==> src/rtl/wt_cache.sv <==
`timescale 1ns/1ps
module wt_cache #(
  parameter int ADDR_W  = 32,
  parameter int DATA_W  = 32,
  parameter int INDEX_W = 4,
  parameter int QDEPTH  = 4
) (
  input  logic              clk,
  input  logic              rst_n,
  input  logic              cpu_req,
  input  logic              cpu_we,
  input  logic [ADDR_W-1:0] cpu_addr,
  input  logic [DATA_W-1:0] cpu_wdata,
  output logic              cpu_ready,
  output logic [DATA_W-1:0] cpu_rdata,
  output logic              mem_req,
  output logic              mem_we,
  output logic [ADDR_W-1:0] mem_addr,
  output logic [DATA_W-1:0] mem_wdata,
  input  logic              mem_gnt,
  input  logic [DATA_W-1:0] mem_rdata
);
  localparam int OFS_W = $clog2(DATA_W / 8);
  localparam int WA_W  = ADDR_W - OFS_W;
  localparam int TAG_W = WA_W - INDEX_W;
  localparam int LINES = 1 << INDEX_W;
  localparam int PTR_W = (QDEPTH > 1) ? $clog2(QDEPTH) : 1;
  localparam int CNT_W = $clog2(QDEPTH + 1);

  logic [LINES-1:0]  valid_q;
  logic [TAG_W-1:0]  tag_q   [LINES];
  logic [DATA_W-1:0] line_q  [LINES];
  logic [WA_W-1:0]   qaddr_q [QDEPTH];
  logic [DATA_W-1:0] qdata_q [QDEPTH];
  logic [PTR_W-1:0]  head_q, tail_q;
  logic [CNT_W-1:0]  count_q;

  wire [WA_W-1:0]    req_word = WA_W'(cpu_addr >> OFS_W);
  wire [INDEX_W-1:0] req_idx  = req_word[INDEX_W-1:0];
  wire [TAG_W-1:0]   req_tag  = req_word[WA_W-1 -: TAG_W];

  wire rd      = cpu_req & ~cpu_we;
  wire wr      = cpu_req & cpu_we;
  wire hit     = valid_q[req_idx] && (tag_q[req_idx] == req_tag);
  wire q_full  = (count_q == CNT_W'(QDEPTH));
  wire q_empty = (count_q == '0);

  logic              fwd_hit;
  logic [DATA_W-1:0] fwd_data;
  always_comb begin
    int slot;
    fwd_hit  = 1'b0;
    fwd_data = '0;
    for (int i = 0; i < QDEPTH; i++) begin
      slot = (int'(head_q) + i) % QDEPTH;
      if (i < int'(count_q) && qaddr_q[PTR_W'(slot)] == req_word) begin
        fwd_hit  = 1'b1;
        fwd_data = qdata_q[PTR_W'(slot)];
      end
    end
  end

  wire rd_mem  = rd & ~hit & ~fwd_hit;
  wire drain   = ~rd_mem & ~q_empty & mem_gnt;
  wire enq     = wr & ~q_full;
  wire install = rd & ~hit & (fwd_hit | mem_gnt);

  assign cpu_ready = (rd & (hit | fwd_hit | mem_gnt)) | enq;
  assign cpu_rdata = hit ? line_q[req_idx] : (fwd_hit ? fwd_data : mem_rdata);
  assign mem_req   = rd_mem | ~q_empty;
  assign mem_we    = ~rd_mem;
  assign mem_addr  = rd_mem ? {req_word, {OFS_W{1'b0}}} : {qaddr_q[head_q], {OFS_W{1'b0}}};
  assign mem_wdata = qdata_q[head_q];

  function automatic logic [PTR_W-1:0] ptr_next(input logic [PTR_W-1:0] p);
    return (p == PTR_W'(QDEPTH - 1)) ? '0 : p + 1'b1;
  endfunction

  always_ff @(posedge clk or negedge rst_n) begin
    if (!rst_n) begin
      valid_q <= '0;
      head_q  <= '0;
      tail_q  <= '0;
      count_q <= '0;
    end else begin
      if (install) valid_q[req_idx] <= 1'b1;
      if (enq)     tail_q <= ptr_next(tail_q);
      if (drain)   head_q <= ptr_next(head_q);
      count_q <= count_q + CNT_W'(enq) - CNT_W'(drain);
    end
  end

  always_ff @(posedge clk) begin
    if (install) begin
      tag_q[req_idx]  <= req_tag;
      line_q[req_idx] <= fwd_hit ? fwd_data : mem_rdata;
    end else if (enq && hit) begin
      line_q[req_idx] <= cpu_wdata;
    end
    if (enq) begin
      qaddr_q[tail_q] <= req_word;
      qdata_q[tail_q] <= cpu_wdata;
    end
  end
endmodule


==> config.mk <==
export PLATFORM = sky130hd
export DESIGN_NAME = wt_cache
export DESIGN_NICKNAME = d
export VERILOG_FILES = /design/src/rtl/wt_cache.sv
export SDC_FILE = /design/constraint.sdc
export NUM_CORES = 2
export LEC_CHECK = 0
export CAP_MARGIN = 15
export CORE_MARGIN = 4
export CORE_UTILIZATION = 56
export DETAILED_ROUTE_END_ITERATION = 12
export PLACE_DENSITY = 0.77
export SYNTH_ARGS = -nofsm -noshare
export SYNTH_HDL_FRONTEND = slang
export SYNTH_SLANG_ARGS = --single-unit
==> constraint.sdc <==
create_clock -name clk -period 6.35 [get_ports clk]
set_input_delay 1.27 -clock clk [delete_from_list [all_inputs] [get_ports clk]]
set_output_delay 1.27 -clock clk [all_outputs]
set_load 0.1 [all_outputs]
==> summary.md <==
| Metric | Value |
|---|---|
| Status | finished with violations |
| Failing checks | setup timing |
| Crit Path Max Fanout | 9 |
| DR DRC count | 0 |
| Post-synth ARST share | 0.0192 |
| Slew Viols, Final | 0 |
| Maximum clock frequency | 0.156 GHz |
| Post-synth top area share | 0.638 |
| Max clock buf depth | 3 |
| First-pass GRT wire length | 235000 um |
| Mux contribution to synthesized area | 0.242 |
| TritonCTS clock tree | yes |
| Num CTS Buffers | 118 |
| CTS H-tree depth | 3 |
| Setup crit end kind | output port |
| CP required | 5.08 ns |
| Via count | 33.8k |
| Vias per cell | 7.17 |
| Adder-cell share of the synthesized area | 0.00239 |
| Initial antenna violation count | 3 |
| CTS sink count | 1199 |
| CP top delay family | buffers and inverters |
| Reg2reg setup slack | 0.79 ns |
| Yosys top cell by area | edfxtp_1 |
| Core region area | 0.0983 mm^2 |
| GRT overflow | 0 |
| Hold WC Path Type | reg2reg |
| Final-report hold violation count | 0 |
| R2r worst-path depth | 19 |
| RSZ-0062 raised after global routing | yes |
| Final setup vio count | 28 |
| DP HPWL | 95300 um |
| CP arrival | 5.16 ns |
| Sequential share of power | 0.347 |
| Port Buf Inserts | 195 |
| Worst-path clk slew | 0.06 ns |
| Logic pwr share | 0.383 |
| Startpoint types | input port |
| Rows | 115 |
| Cell area after layout | 0.0685 mm^2 |
| Drt pass-1 iters | 6 |
| Hold EP | valid_q[12] |
| Number of fill cells | 5782 |
| XOR/XNOR Fraction of Synth Area | 0.0198 |
| Final Wtd Congestion | 0.945 |
| Largest cells by area after synthesis | edfxtp_1 64%, mux4_2 19%, mux2i_1 2.8% |
| Clock power frac | 0.270 |
| Die width | 322 um |
| Area growth, synth to finish | 23.6% |
| Total GRT Usage | 0.313 |
| Clock latency on the worst-skew pair | 0.74 ns |
| Antenna-violating nets left | 0 |
| Die area | 0.104 mm^2 |
| Cell Chain, Critical Path | clkdlybuf4s50_1, buf_4, xnor2_1, nor4_4, a31oi_4, buf_6, nor4_4, buf_4, a2111oi_4, buf_4, nand3b_1, buf_4, o211ai_1, clkbuf_16 |
| Cell count after synthesis | 2881 |
| Yosys warns | 0 |
| Post-synthesis sequential element count | 1199 |
| Pin count of the biggest net entering global routing | 65 |
| Critical path's slowest cell | o211ai_1 |
| Initial core utilization | 0.564 |
| Post-Syn Area | 0.0554 mm^2 |
| CP peak stage delay | 0.70 ns |
| Pint | 17.4 mW |
| Post-Syn Area per Cell | 19.2 um^2 |
| Worst slew margin | 0.281 |
| CTS Root Cell | clkbuf_16 |
| Critical R2R Capture | line_q[7][12] |
| Most common cell on crit path | buf_4 |
| Final period util | 1.01 |
| VDD IR-drop max | 0.466 mV |
| Worst Slack Setup Final | -0.0795 ns |
| Worst hold path depth | 2 |
| Static leakage | 22.7 nW |
| Cell variety after synth | 75 |
| Vias in the first global route | 34.0k |
| Final wirelength | 168000 um |
| Sw frac | 0.339 |
| Main synth FF type | edfxtp_1 |
| Hold_sp | valid_q[12] |
| Io pins | 200 |
| Reg2reg start | head_q[0] |
| Layout Skew | 0.0535 ns |
| Measured slew at the worst slew-check pin | 1.08 ns |
| Share of layout cells above drive strength 1 | 0.397 |
| Starting DRT DRC Count | 5036 |
| Number of enable flip-flop cells after synthesis | 1176 |
| Synth Area in Simple Gates | 0.0218 |
| DP Area | 0.0619 mm^2 |
| Routed wire per std cell | 35.6 um |
| Psw | 8.88 mW |
| Synth Area in Compound Gates | 0.0431 |
| Critical path class | in2out |
| Total negative setup slack | -0.486 ns |
| CP Buf/Inv Count | 7 |
| Cell area power density | 383 mW/mm^2 |
| Largest family of logic cells by synthesized area | multiplexers |
| Die height | 322 um |
| Seq/Total Area, Yosys | 0.648 |
| Post-CTS Hold Fix Bufs | 0 |
| Final nets | 3440 |
| Fin crit period | 6.43 ns |
| Max-cap check violation count | 0 |
final cells by class:
| cell class | count | area (um^2) | share of cell area |
|---|---|---|---|
| well taps | 1287 | 1610 | 0.0235 |
| clock inverters | 80 | 831 | 0.0121 |
| diodes | 2 | 5.00 | 0.0000731 |
| multi-input cells | 1402 | 19600 | 0.287 |
| repair buffers | 558 | 7220 | 0.105 |
| clock buffers | 142 | 3080 | 0.0450 |
| inverters | 50 | 190 | 0.00278 |
| flip-flops and latches | 1199 | 35900 | 0.524 |
cells in the mapped netlist (11+ instances only):
library cell     n
edfxtp_1      1176
xnor2_1        106
nand2_1         35
buf_4           25
a21o_1          34
a22oi_1         20
o2111ai_1       36
dfrtp_1         23
xor2_1          19
nand3_1         39
nor3_1          21
nand4_1         16
nor4_1          13
nor2_1          50
a21oi_1         11
inv_1           46
mux4_2         468
a221oi_1        12
o21ai_0         13
a41oi_1         32
mux2i_1        154
o22ai_1         15
buf_2           44
o211ai_1        38
buf_1           37
o31ai_1         13
a211oi_1        12
clkbuf_1       115
mux2_2         106
logic make-up (layout without fill, tap and decap cells):
logic type	count (synthesis)	in the layout
adder cells (fa/ha/maj)	10	10
other	1	4
flip-flops	1199	1199
multiplexers	736	736
XOR/XNOR	125	125
AND/OR/NAND/NOR	229	229
AO/OA/AOI/OAI	300	300
buffers and inverters	281	830
cells in the final DEF (no fill, tap or decap), drive strengths merged, types with 12 or more instances in the layout:
cell type,instances
nand3,39
dfrtp,23
nor2,51
edfxtp,1176
nand2,35
bufinv,12
nor4,15
clkdlybuf4s50,125
inv,56
mux2,114
a211oi,12
xor2,19
buf,414
a2111oi,12
mux4,468
o2111ai,36
a221oi,12
a41oi,32
xnor2,106
o22ai,15
mux2i,154
clkbuf,157
o21ai,13
o211ai,38
a21o,34
a22oi,20
o31ai,13
nand4,16
clkinv,55
nor3,21
metrics by stage:
stage | total power, mW | util | instances | setup slack, ns | hold WS (ns)
2_1_floorplan | 15.3 | - | 2882 | -0.810 | 0.424
3_3_place_gp | 17.5 | 0.630 | 4380 | -0.158 | 0.438
3_5_place_dp | 17.7 | 0.630 | 4380 | -0.229 | 0.445
4_1_cts | 25.6 | 0.681 | 4653 | -0.102 | 0.462
5_1_grt | 27.0 | 0.697 | 4718 | -0.133 | 0.488
6_report | 26.2 | 0.697 | 4720 | -0.0795 | 0.460
sequential cells by signal (all words and copies together) (netlist names):
| name | cells |
|---|---|
| tail_q | 2 |
| qaddr_q | 120 |
| valid_q | 16 |
| head_q | 2 |
| tag_q | 416 |
| count_q | 3 |
| qdata_q | 128 |
| line_q | 512 |
how the worst max path moves through the flow:
stage	from	end	slack, ns	cells after the start
final	cpu_addr[31]	mem_req	-0.08	14
after CTS	head_q[1]	cpu_rdata[24]	-0.10	18
after detailed placement	cpu_addr[15]	cpu_rdata[4]	-0.23	13
after global placement	cpu_addr[15]	cpu_rdata[4]	-0.16	13
after floorplan	cpu_addr[2]	tag_q[0][0]	-0.81	15
after global routing	head_q[0]	mem_req	-0.13	19
tightest hold or removal path: stages (launching register included):
cell and delay (ns):
dfrtp_1 0.32, inv_1 0.05, o31ai_1 0.06
power groups by stage:
| stage | Combinational [mW] | Sequential [mW] | Clock, mW |
|---|---|---|---|
| final | 10.0 | 9.12 | 7.08 |
| after detailed placement | 8.38 | 9.27 | 0 |
| after global placement | 8.27 | 9.23 | 0 |
| after CTS | 9.37 | 9.10 | 7.13 |
| after floorplan | 6.11 | 9.20 | 0 |
| after global routing | 10.3 | 9.13 | 7.49 |
per-layer routing:
metal	vias to the layer above	routed length [um]	global-route usage
li1	13100	-	-
met1	17400	57000	0.411
met2	2768	81500	0.504
met3	486	20200	0.0740
met4	4	9130	0.144
met5	-	31	0
what timing repair did:
item,in CTS,in global routing
pin swaps,26,75
endpoints found under the setup margin,65,66
buffers inserted,41,56
gates cloned,10,13
gates resized for setup,90,154
(Power assumes the default switching activity.)
